--- src/rtl/sram_cdn_pkg.sv ---
package sram_cdn_pkg;

    typedef enum logic [1:0] {
        OP_IDLE = 2'd0,
        OP_RD   = 2'd1,
        OP_WR   = 2'd2
    } op_e;

    typedef struct packed {
        logic cs_n;
        logic oe_n;
        logic we_n;
        logic drv;
    } pins_t;

    localparam pins_t PINS_IDLE = '{cs_n: 1'b1, oe_n: 1'b1, we_n: 1'b1, drv: 1'b0};

    function automatic op_e decode_cmd(logic rd, logic wr);
        if (rd && !wr) return OP_RD;
        if (wr && !rd) return OP_WR;
        return OP_IDLE;
    endfunction

    function automatic pins_t pins_for(op_e op, logic active, logic last);
        pins_t p;
        p.cs_n = !active;
        p.oe_n = !(active && (op == OP_RD));
        p.we_n = !(active && (op == OP_WR) && !last);
        p.drv  = active && (op == OP_WR);
        return p;
    endfunction

endpackage

--- src/rtl/sram_cdn_accept.sv ---
module sram_cdn_accept
    import sram_cdn_pkg::*;
#(
    parameter int CNT_W    = 2,
    parameter int PIPE_LVL = 1
) (
    input  logic [CNT_W-1:0] cnt,
    input  logic             rd,
    input  logic             wr,
    output logic             accept,
    output op_e              op
);
    logic window_open;

    generate
        if (PIPE_LVL == 0) begin : g_no_overlap
            assign window_open = (cnt == '0);
        end else begin : g_overlap_one
            assign window_open = (cnt <= CNT_W'(1));
        end
    endgenerate

    assign op     = decode_cmd(rd, wr);
    assign accept = window_open && (op != OP_IDLE);
endmodule

--- src/rtl/sram_cdn_seq.sv ---
module sram_cdn_seq
    import sram_cdn_pkg::*;
#(
    parameter int WAIT_ST = 1,
    parameter int CNT_W   = 2,
    parameter int ADDR_W  = 8,
    parameter int DATA_W  = 16
) (
    input  logic              clk,
    input  logic              rst,
    input  logic              accept,
    input  op_e               op_in,
    input  logic [ADDR_W-1:0] addr_in,
    input  logic [DATA_W-1:0] wdata_in,
    output logic [CNT_W-1:0]  cnt,
    output logic              sample,
    output logic [ADDR_W-1:0] mem_addr,
    output logic [DATA_W-1:0] mem_wdata,
    output pins_t             pins
);
    localparam int WAIT_EFF = (WAIT_ST < 1) ? 1 : WAIT_ST;
    localparam logic [CNT_W-1:0] LOAD = CNT_W'(WAIT_EFF + 1);

    logic [CNT_W-1:0]  cnt_q, cnt_n;
    op_e               op_q, op_n;
    logic [ADDR_W-1:0] addr_q, addr_n;
    logic [DATA_W-1:0] wd_q, wd_n;
    pins_t             pins_q, pins_n;

    always_comb begin
        cnt_n  = cnt_q;
        op_n   = op_q;
        addr_n = addr_q;
        wd_n   = wd_q;
        if (accept) begin
            cnt_n  = LOAD;
            op_n   = op_in;
            addr_n = addr_in;
            wd_n   = wdata_in;
        end else if (cnt_q != '0) begin
            cnt_n = cnt_q - 1'b1;
            if (cnt_q == CNT_W'(1)) op_n = OP_IDLE;
        end
        pins_n = pins_for(op_n, cnt_n != '0, cnt_n == CNT_W'(1));
    end

    always_ff @(posedge clk) begin
        if (rst) begin
            cnt_q  <= '0;
            op_q   <= OP_IDLE;
            addr_q <= '0;
            wd_q   <= '0;
            pins_q <= PINS_IDLE;
        end else begin
            cnt_q  <= cnt_n;
            op_q   <= op_n;
            addr_q <= addr_n;
            wd_q   <= wd_n;
            pins_q <= pins_n;
        end
    end

    assign cnt       = cnt_q;
    assign sample    = (cnt_q == CNT_W'(1)) && (op_q == OP_RD);
    assign mem_addr  = addr_q;
    assign mem_wdata = wd_q;
    assign pins      = pins_q;

    // countdown steps by one when idle of new commands
    a_r2_countdown: assert property (@(posedge clk) disable iff (rst)
        (cnt_q != '0 && !accept) |=> (cnt_q == $past(cnt_q) - 1'b1));

    // an accepted command reloads the count
    a_r2_reload: assert property (@(posedge clk) disable iff (rst)
        accept |=> (cnt_q == LOAD));

    // output-enable and write-enable never low together
    a_r6_no_rw_overlap: assert property (@(posedge clk) disable iff (rst)
        !(pins_q.oe_n == 1'b0 && pins_q.we_n == 1'b0));

    // no strobe without chip-select
    a_r5_cs_gates: assert property (@(posedge clk) disable iff (rst)
        pins_q.cs_n |-> (pins_q.oe_n && pins_q.we_n && !pins_q.drv));
endmodule

--- src/rtl/sram_cdn_hold.sv ---
module sram_cdn_hold #(
    parameter int DATA_W = 16
) (
    input  logic              clk,
    input  logic              rst,
    input  logic              sample,
    input  logic [DATA_W-1:0] mem_rdata,
    output logic [DATA_W-1:0] rdata
);
    always_ff @(posedge clk) begin
        if (rst)         rdata <= '0;
        else if (sample) rdata <= mem_rdata;
    end

    // held word moves only on a read completion
    a_r7_hold: assert property (@(posedge clk) disable iff (rst)
        !sample |=> $stable(rdata));
endmodule

--- src/rtl/sram_cdn_slave.sv ---
module sram_cdn_slave
    import sram_cdn_pkg::*;
#(
    parameter int ADDR_W   = 8,
    parameter int DATA_W   = 16,
    parameter int WAIT_ST  = 1,
    parameter int PIPE_LVL = 1,
    localparam int CNT_W   = $clog2(((WAIT_ST < 1) ? 1 : WAIT_ST) + 2)
) (
    input  logic              clk,
    input  logic              rst,
    input  logic [ADDR_W-1:0] bus_addr,
    input  logic [DATA_W-1:0] bus_wdata,
    input  logic              bus_rd,
    input  logic              bus_wr,
    output logic [CNT_W-1:0]  busy_cnt,
    output logic [DATA_W-1:0] bus_rdata,
    output logic [1:0]        overlap_lvl,
    output logic [ADDR_W-1:0] mem_addr,
    output logic [DATA_W-1:0] mem_wdata,
    output logic              mem_wdata_en,
    input  logic [DATA_W-1:0] mem_rdata,
    output logic              mem_cs_n,
    output logic              mem_oe_n,
    output logic              mem_we_n
);
    localparam int LVL_EFF = (PIPE_LVL > 0) ? 1 : 0;

    logic  accept;
    op_e   cmd_op;
    logic  sample;
    pins_t pins;

    sram_cdn_accept #(.CNT_W(CNT_W), .PIPE_LVL(LVL_EFF)) u_accept (
        .cnt    (busy_cnt),
        .rd     (bus_rd),
        .wr     (bus_wr),
        .accept (accept),
        .op     (cmd_op)
    );

    sram_cdn_seq #(.WAIT_ST(WAIT_ST), .CNT_W(CNT_W), .ADDR_W(ADDR_W), .DATA_W(DATA_W)) u_seq (
        .clk       (clk),
        .rst       (rst),
        .accept    (accept),
        .op_in     (cmd_op),
        .addr_in   (bus_addr),
        .wdata_in  (bus_wdata),
        .cnt       (busy_cnt),
        .sample    (sample),
        .mem_addr  (mem_addr),
        .mem_wdata (mem_wdata),
        .pins      (pins)
    );

    sram_cdn_hold #(.DATA_W(DATA_W)) u_hold (
        .clk       (clk),
        .rst       (rst),
        .sample    (sample),
        .mem_rdata (mem_rdata),
        .rdata     (bus_rdata)
    );

    assign overlap_lvl  = 2'(LVL_EFF);
    assign mem_cs_n     = pins.cs_n;
    assign mem_oe_n     = pins.oe_n;
    assign mem_we_n     = pins.we_n;
    assign mem_wdata_en = pins.drv;

    // a command outside the overlap window does not reload the count
    a_r3_reject: assert property (@(posedge clk) disable iff (rst)
        ((bus_rd ^ bus_wr) && busy_cnt > CNT_W'(LVL_EFF)) |=> (busy_cnt == $past(busy_cnt) - 1'b1));

    // both strobes together start nothing
    a_r4_both_ignored: assert property (@(posedge clk) disable iff (rst)
        (bus_rd && bus_wr && busy_cnt == '0) |=> (busy_cnt == '0 && mem_cs_n));

    // reset state
    a_r10_reset: assert property (@(posedge clk)
        rst |=> (busy_cnt == '0 && mem_cs_n && mem_oe_n && mem_we_n && !mem_wdata_en && bus_rdata == '0));
endmodule

--- config.mk ---
export PLATFORM = sky130hd
export DESIGN_NAME = sram_cdn_slave
export DESIGN_NICKNAME = d
export VERILOG_FILES = /design/src/rtl/sram_cdn_pkg.sv /design/src/rtl/sram_cdn_accept.sv /design/src/rtl/sram_cdn_seq.sv /design/src/rtl/sram_cdn_hold.sv /design/src/rtl/sram_cdn_slave.sv
export SDC_FILE = /design/constraint.sdc
export NUM_CORES = 1
export LEC_CHECK = 0
export ABC_AREA = 1
export BUFFER_PORTS_ARGS = -buffer_cell sky130_fd_sc_hd__buf_2
export CORE_ASPECT_RATIO = 1.25
export CORE_UTILIZATION = 30
export DETAILED_ROUTE_END_ITERATION = 8
export GPL_ROUTABILITY_DRIVEN = 0
export GPL_TIMING_DRIVEN = 0
export PLACE_DENSITY = 0.71
export SETUP_SLACK_MARGIN = 0.4
export SLEW_MARGIN = 40
export SYNTH_ARGS = -nofsm -noshare
export SYNTH_HDL_FRONTEND = slang
export SYNTH_SLANG_ARGS = --single-unit
--- constraint.sdc ---
create_clock -name clk -period 1.26 [get_ports clk]
set_input_delay 0.378 -clock clk [delete_from_list [all_inputs] [get_ports clk]]
set_output_delay 0.378 -clock clk [all_outputs]
set_load 0.01 [all_outputs]
# After elaboration in Yosys (flattened, before gate mapping)
# Cells that the tools add are included.
# word_totals
register_bits	48
in_bits	44
out_inout_bits	48
word_cells	44
# classes
n_addsub	1
n_lt_le_gt_ge	1
n_eq_ne	5
n_mux	12
n_reduce_logical	16
# ops
operator	n
2-to-1 mux 2 bit	9
== test 2 x 1 -> 1 bit, second input constant	4
logical AND 1 bit	7
logical NOT 1 bit	6
nonzero test 2 bit	3
2-to-1 mux 1 bit	3
== test 2 bit, second input constant	1
<= comparator 2 x 1 -> 1 bit, second input constant	1
subtractor 2 x 1 -> 2 bit, second input constant	1

# Depth between registers and ports, before layout
# Gate-level depths: netlist of the first run.
# depth
word_depth	13
mapped_depth	9

# By module
# Synthesis of the first run repeated with hierarchy kept, for this count alone.
# unflattened
cells_unflattened	251
area_unflattened_um2	1878.1
# by_module_without_submodules
mod	n_inst	cells_per_inst	area_per_inst_um2
sram_cdn_seq	1	141	1148.6
sram_cdn_hold	1	101	670.6
sram_cdn_accept	1	5	36.3
sram_cdn_slave	1	4	22.5

# Worst setup path before layout of the first run
# No wires, ideal clock.
# synth_path
kind	input to register
from	input bus_rd
to	register u_seq.addr_q[0], in the netlist u_seq.mem_addr[0]
setup_time_ps	65
arrival_time_ps	1261
t_required_ps	1195
setup_slack_ps	-66
cell_stages	8
path_buffers	1
cell_sequence	inv_1 > ha_1 > inv_1 > nand2_4 > inv_2 > buf_2 > nor2_1 > nor2_1
# synth_via
elab_chain_len	8
elab_cells_between_ends	11
cone_classes	mux: 6; reduce/logical: 5
# synth_rtl
item	line_no	source
from (decl)	sram_cdn_slave.sv:14	input logic bus_rd,
logical NOT 1 bit	sram_cdn_pkg.sv:20	if (wr && !rd) return OP_WR;
logical AND 1 bit	sram_cdn_pkg.sv:20	
2-to-1 mux 1 bit (2 in a row)	sram_cdn_pkg.sv:20	
2-to-1 mux 2 bit	sram_cdn_pkg.sv:21	return OP_IDLE;
2-to-1 mux 2 bit *	sram_cdn_pkg.sv:20	
nonzero test 2 bit *	sram_cdn_accept.sv:24	assign accept = window_open && (op != OP_IDLE);
logical AND 1 bit *	sram_cdn_accept.sv:24	
to (signal assigned)	sram_cdn_seq.sv:57	addr_q <= addr_n;
to (decl)	sram_cdn_seq.sv:26	logic [ADDR_W-1:0] addr_q, addr_n;
# Every way passes the cells marked *; elsewhere a longest branch is shown, timed or not. The select of a mux whose other input is x is not followed.
# A chain may end at the register's enable or synchronous reset.

# Final worst setup path of the first run
# layout_path
from	input bus_rd
to	register u_seq.wd_q[13], in the netlist u_seq.mem_wdata[13]
# layout_via
elab_chain_len	8
elab_cells_between_ends	11
cone_classes	mux: 6; reduce/logical: 5
# layout_rtl
item	line_no	source
logical NOT 1 bit	sram_cdn_pkg.sv:20	
logical AND 1 bit	sram_cdn_pkg.sv:20	
2-to-1 mux 1 bit (2 in a row)	sram_cdn_pkg.sv:20	
2-to-1 mux 2 bit	sram_cdn_pkg.sv:21	
2-to-1 mux 2 bit *	sram_cdn_pkg.sv:20	
nonzero test 2 bit *	sram_cdn_accept.sv:24	
logical AND 1 bit *	sram_cdn_accept.sv:24	
to (signal assigned)	sram_cdn_seq.sv:58	wd_q <= wd_n;
to (decl)	sram_cdn_seq.sv:27	logic [DATA_W-1:0] wd_q, wd_n;
# Marked as above.

==> out/metrics.json, run 1 <==
{
  "layout_setup_ws_ns": 0.0692,
  "reported_max_cap_violation_count": 0,
  "drt_iter0_drc": 80,
  "worstSetupEndpointType": "flop",
  "final_net_count": 389,
  "fmaxAchievable_mhz": 840,
  "boundaryPins": 92,
  "final-max-slew-violation-count": 0,
  "floorplan.rows": 31,
  "vdd_drop_max_mv": 0.525,
  "final_cell_mix": "sky130_fd_sc_hd__nor2_1 (63), sky130_fd_sc_hd__buf_6 (48), sky130_fd_sc_hd__buf_2 (43), sky130_fd_sc_hd__dfxtp_2 (42), sky130_fd_sc_hd__o21ai_1 (31)",
  "report.final.setup_viol": 0,
  "timing.hold.worst.class": "in2reg",
  "rsz_0062_raised_after_global_routing": "true",
  "initial_antenna_violation_count": 0,
  "dieArea_um2": 6250,
  "grt_start_max_net_pins": 14,
  "critical_path_required_time_ns": 1.45,
  "synthesis.area_per_instance_um2": 8.17,
  "die_h_um": 88.2,
  "sequential_cell_area_um2": 1020,
  "synth_top_cell_area_share_pct": 53.9,
  "syn_nets": 264,
  "insertedDiodeCount": 0,
  "layout.cells.most_common": "sky130_fd_sc_hd__nor2_1",
  "tritoncts": "yes",
  "clock_tree.root_cell": "sky130_fd_sc_hd__clkbuf_8",
  "power-per-cell-area_nw_per_um2": 1140,
  "buffer_ports.inserted": 89,
  "wl_per_cell_um": 12.9,
  "netlist_area_um2": 1780,
  "synthCells": 218,
  "cts-htree-levels": 2,
  "wire_length_of_the_first_global_routing_pass_um": 7960,
  "cp.arrival_ns": 1.38,
  "number_of_global_route_vias_before_repair": 1711,
  "hold_path_depth": 3,
  "cp_max_fo": 9,
  "met1_length_um": 2020,
  "dpl_worst_slack_ns": -0.237,
  "ys_top_cells_by_area": "sky130_fd_sc_hd__dfxtp_1 (54%), sky130_fd_sc_hd__nor2_1 (16%), sky130_fd_sc_hd__o21ai_0 (8.4%)",
  "antenna_left": 0,
  "multi_input_comb_area_um2": 774,
  "final.min_clock_period_ns": 1.19,
  "crit_path_max_incr_delay_ns": 0.27,
  "grt_remaining_overflow": 0,
  "r2r_cells": 7,
  "vias_per_cell": 4.49,
  "met3_layer_wire_length_in_the_routed_design_um": 289,
  "worst_path_max_delay_cell": "sky130_fd_sc_hd__ha_4",
  "ordered_list_of_cells_on_the_worst_path": "buf_8, inv_8, ha_4, inv_4, nand2_4, inv_8, bufbuf_16, nor2_1, nor2_1",
  "dieWidth_um": 70.9,
  "crit_type": "in2reg",
  "drt_first_pass_iters": 6,
  "clock_pin_slew_on_the_worst_setup_and_hold_paths_ns": 0.09,
  "tcrit_tclk_final_pct": 94.5,
  "clock_path_buffers": 2,
  "detailroute.wirelength.met2_um": 2910,
  "layout-drive-gt1-share_pct": 64.2,
  "finish.utilization_pct": 56.2,
  "detailroute.via_count": 1839,
  "layout.filler_cells": 499,
  "holdWs_ns": 0.299,
  "synth.distinct_cells": 23,
  "skew_final_ns": 0.00416,
  "timing.critical_path.from_type": "input port",
  "cts_num_sinks": 48,
  "synth-seq-area-share_pct": 53.9,
  "yosysWarningCount": 0,
  "drt-total-wl_um": 5280,
  "starting_density_of_the_core_pct": 30.8,
  "core_outline_area_um2": 5780,
  "synth.ff_latch_count": 48,
  "track_usage_pct": 16.4,
  "status": "finished clean",
  "worstSkewPairLatency_ns": 0.29,
  "place.detailed.hpwl_um": 3020,
  "hold_viol": 0,
  "total_power_mw": 3.70,
  "largest_area_contributor_in_the_netlist": "sky130_fd_sc_hd__dfxtp_1",
  "leakage_nw": 1.54,
  "top_layer_used": "met4",
  "route.detailed.drc": 0,
  "areaGrowthSynthToFinish_pct": 82.2,
  "tritoncts.num_buffers": 5
}
-- state kept, by name, indices dropped and copies added, names as in the netlist --
| signal | flops |
|---|---|
| u_hold.rdata | 16 |
| u_seq.cnt | 2 |
| u_seq.mem_addr | 8 |
| u_seq.mem_wdata | 16 |
| u_seq.op_q | 2 |
| u_seq.pins | 4 |
-- cell type report --
cell class | count | area share (%)
tap | 66 | 2.54
inverter | 13 | 2.50
sequential | 48 | 31.4
buffer | 12 | 3.82
timing repair buffer | 118 | 33.1
clock buffer | 8 | 2.77
multi-input combinational | 145 | 23.9
-- what timing repair did --
action,CTS,global route
hold buffers,0,0
setup buffers,12,13
gates cloned,3,1
resized for setup,107,33
pin swaps,6,6
setup endpoints to repair,93,94
-- final timing paths --
kind / from / end / slack [ns]
worst max-delay path: bus_rd / u_seq.mem_wdata[13] / 0.07
worst min-delay path: mem_rdata[11] / u_hold.rdata[11] / 0.30
worst max register to register: u_seq.cnt[0] / u_hold.rdata[12] / 0.07
worst min register to register: u_seq.mem_addr[5] / u_seq.mem_addr[5] / 0.49
-- critical path: cells and delay by family --
family,cells,cell delay [ns]
adders and majority gates,1,0.27
buffers and inverters,5,0.48
and+or+nand+nor,3,0.26
-- cells in the mapped netlist --
cell	n
sky130_fd_sc_hd__nand4_1	1
sky130_fd_sc_hd__buf_12	1
sky130_fd_sc_hd__nand2_4	2
sky130_fd_sc_hd__clkbuf_1	6
sky130_fd_sc_hd__nor2_2	9
sky130_fd_sc_hd__inv_2	2
sky130_fd_sc_hd__dfxtp_1	48
sky130_fd_sc_hd__inv_6	1
sky130_fd_sc_hd__buf_4	2
sky130_fd_sc_hd__o21ai_0	30
sky130_fd_sc_hd__ha_1	2
sky130_fd_sc_hd__a21oi_1	2
sky130_fd_sc_hd__nor2_1	74
sky130_fd_sc_hd__buf_2	2
sky130_fd_sc_hd__nor2_8	1
sky130_fd_sc_hd__nand2_1	9
sky130_fd_sc_hd__buf_8	1
sky130_fd_sc_hd__o21ai_1	9
sky130_fd_sc_hd__o21ai_2	1
sky130_fd_sc_hd__nand3_1	2
sky130_fd_sc_hd__inv_1	10
sky130_fd_sc_hd__nor2_4	1
sky130_fd_sc_hd__conb_1	2
-- power by group --
| part | switching (mW) | total [mW] | leakage (nW) | internal (mW) |
|---|---|---|---|---|
| Sequential | 0.0921 | 1.75 | 0.410 | 1.66 |
| Combinational | 0.431 | 1.01 | 1.08 | 0.583 |
| Clock | 0.487 | 0.936 | 0.0455 | 0.449 |
-- per-stage QoR --
step                instance area [um2]  instances  setup TNS, ns
floorplan                          1840        218              0
global placement                   2370        373          -5.47
detailed placement                 2370        373          -5.63
CTS                                3040        396              0
global route                       3250        410              0
finish                             3250        410              0
-- per-layer routing --
layer / GRT usage [%] / vias up
met5: 0 / -
met4: 5.45 / 0
met3: 4.14 / 8
met2: 31.1 / 62
met1: 17.8 / 841
li1: - / 928
-- cell families (layout without fill, tap and decap cells) --
| group | Yosys count | in the layout | synth area share [%] |
|---|---|---|---|
| and+or+nand+nor | 99 | 99 | 24.6 |
| DFF | 48 | 48 | 53.9 |
| AOI/OAI and AO/OA | 42 | 42 | 12.0 |
| buffers and inverters | 25 | 151 | 7.65 |
| adders and majority gates | 2 | 2 | 1.40 |
| other | 2 | 2 | 0.422 |
Power figures use the tool's default switching activity.
==> inputs of run 2 (changes only) <==
--- a/config.mk
+++ b/config.mk
@@ -13,6 +13,7 @@
 export GPL_ROUTABILITY_DRIVEN = 0
 export GPL_TIMING_DRIVEN = 0
 export PLACE_DENSITY = 0.71
+export REMOVE_ABC_BUFFERS = 1
 export SETUP_SLACK_MARGIN = 0.4
 export SLEW_MARGIN = 40
 export SYNTH_ARGS = -nofsm -noshare
==> out/metrics.json, run 2 (synthesis gave the netlist of run 1 again) <==
{
  "initial_antenna_violation_count": 0,
  "holdCritStartpoint": "mem_rdata[15]",
  "hold_path_depth": 3,
  "final_cell_count_no_fill": 393,
  "finalSetupTns_ns": 0,
  "crit_path_max_incr_delay_ns": 0.40,
  "crit_buf_inv": 1,
  "vias_per_cell": 4.60,
  "areaGrowthSynthToFinish_pct": 84.2,
  "grt_remaining_overflow": 0,
  "dieArea_um2": 6250,
  "layout.cells.most_common": "sky130_fd_sc_hd__buf_6",
  "placed_cells_incl_taps": 361,
  "detailroute.via_count": 1809,
  "drt_first_pass_iters": 6,
  "floorplan.rows": 31,
  "tritoncts": "yes",
  "reported_max_cap_violation_count": 0,
  "insertedDiodeCount": 0,
  "path_delay_family": "flip-flops",
  "r2r_start": "u_seq.cnt[1]",
  "rsz_0062_raised_after_global_routing": "true",
  "r2r-end": "u_hold.rdata[4]",
  "die_h_um": 88.2,
  "sequential_cell_area_um2": 1020,
  "route.detailed.drc": 13,
  "dieWidth_um": 70.9,
  "timing.critical_path.from_type": "flop",
  "ordered_list_of_cells_on_the_worst_path": "buf_6",
  "dpl_worst_slack_ns": -0.684,
  "grt_start_max_net_pins": 41,
  "tritoncts.num_buffers": 5,
  "vdd_drop_max_mv": 0.590,
  "skew_final_ns": 0.00609,
  "layout_setup_ws_ns": 0.0673,
  "total_non_filler_cell_area_in_the_finished_layout_um2": 3280,
  "final.min_clock_period_ns": 1.19,
  "worstSetupEndpointType": "output pin",
  "clock_pin_slew_on_the_worst_setup_and_hold_paths_ns": 0.08,
  "r2r_cells": 6,
  "wire_length_of_the_first_global_routing_pass_um": 7650,
  "place.detailed.hpwl_um": 2670,
  "final_cell_mix": "sky130_fd_sc_hd__buf_6 (51), sky130_fd_sc_hd__nor2_1 (47), sky130_fd_sc_hd__buf_2 (45), sky130_fd_sc_hd__dfxtp_2 (40), sky130_fd_sc_hd__nor2_2 (20)",
  "critical_path_required_time_ns": 0.88,
  "dpl-instance-area_um2": 2230,
  "worst_path_max_delay_cell": "sky130_fd_sc_hd__dfxtp_4",
  "buffer_ports.inserted": 89,
  "core_outline_area_um2": 5780,
  "holdWs_ns": 0.285,
  "leakage_nw": 1.49,
  "boundaryPins": 92,
  "timing.hold.worst.class": "in2reg",
  "critical_path_cell_count": 1,
  "clock_path_buffers": 2,
  "cts_num_sinks": 48,
  "layout.filler_cells": 492,
  "clock_tree.root_cell": "sky130_fd_sc_hd__clkbuf_8",
  "cp.arrival_ns": 0.81,
  "multi_input_comb_area_um2": 1010,
  "report.final.setup_viol": 0,
  "drt-total-wl_um": 5160,
  "hold_viol": 0,
  "min_delay_worst_endpoint": "u_hold.rdata[15]",
  "setup.reg_to_reg.worst_slack_ns": 0.10,
  "power-per-cell-area_nw_per_um2": 1150,
  "number_of_global_route_vias_before_repair": 1684,
  "final-max-slew-violation-count": 0,
  "antenna_left": 0,
  "worstSkewPairLatency_ns": 0.30,
  "layout-drive-gt1-share_pct": 72.2,
  "status": "finished, violations left",
  "starting_density_of_the_core_pct": 30.8,
  "total_power_mw": 3.78,
  "tcrit_tclk_final_pct": 94.7,
  "finish.utilization_pct": 56.8,
  "cp_max_fo": 4,
  "fmaxAchievable_mhz": 838,
  "cts-htree-levels": 2,
  "drt_iter0_drc": 75,
  "violations": "design-rule violations",
  "crit_type": "reg2out",
  "track_usage_pct": 15.8,
  "wl_per_cell_um": 13.1,
  "final_net_count": 373
}
==> run 2: cell types whose count changed in the layout (fill, tap and decap cells not counted), moves of 6 or more <==
cell                      change
sky130_fd_sc_hd__nor2_4      +14
sky130_fd_sc_hd__o21ai_2     +11
sky130_fd_sc_hd__o21ai_0      +6
sky130_fd_sc_hd__o21ai_1     -17
sky130_fd_sc_hd__buf_4       -13
sky130_fd_sc_hd__nor2_1      -16
==> run 2: final cells by class <==
type | instances | area share (%)
clock buffers | 6 | 2.21
clock inverters | 1 | 0.152
inverters | 13 | 2.82
multi-input cells | 147 | 30.7
flip-flops and latches | 48 | 31.0
well taps | 66 | 2.52
repair buffers | 111 | 29.9
repair inverters | 1 | 0.610
==> run 2: what timing repair did <==
item / CTS / global route
setup buffers: 12 / 10
resized for setup: 119 / 103
pin swaps: 9 / 21
hold buffers: 0 / 0
gates cloned: 2 / 1
endpoints found under the setup margin: 93 / 93
==> run 2: where the power goes <==
part	switching (mW)	total, mW	leakage (nW)	internal [mW]
combinational	0.548	1.13	1.03	0.584
clock	0.489	0.867	0.0410	0.378
sequential	0.119	1.78	0.411	1.66
==> run 2: worst register-to-register path, delay by kind of cell (launching register included) <==
family | cells | cell delay [ns]
compound gates | 1 | 0.07
buf+inv | 2 | 0.26
flops | 1 | 0.38
simple gates | 3 | 0.39
==> run 2: worst max-delay path by stage <==
stage,startpoint,to,slack [ns]
after global placement,bus_rd,u_seq.pins[0],-0.67
after global routing,u_seq.cnt[1],u_hold.rdata[15],0.04
final,u_seq.cnt[1],busy_cnt[1],0.07
after detailed placement,bus_rd,u_seq.op_q[1],-0.68
after CTS,u_seq.cnt[1],busy_cnt[1],0.08
after floorplan,bus_rd,u_seq.pins[1],-0.28
==> run 2: per-layer routing <==
metal | wire [um] | global-route usage, % | vias up
li1 | - | - | 903
met1 | 2040 | 18.2 | 838
met2 | 2800 | 29.0 | 63
met3 | 266 | 4.14 | 5
met4 | 51 | 4.36 | 0
met5 | 0 | 0 | -
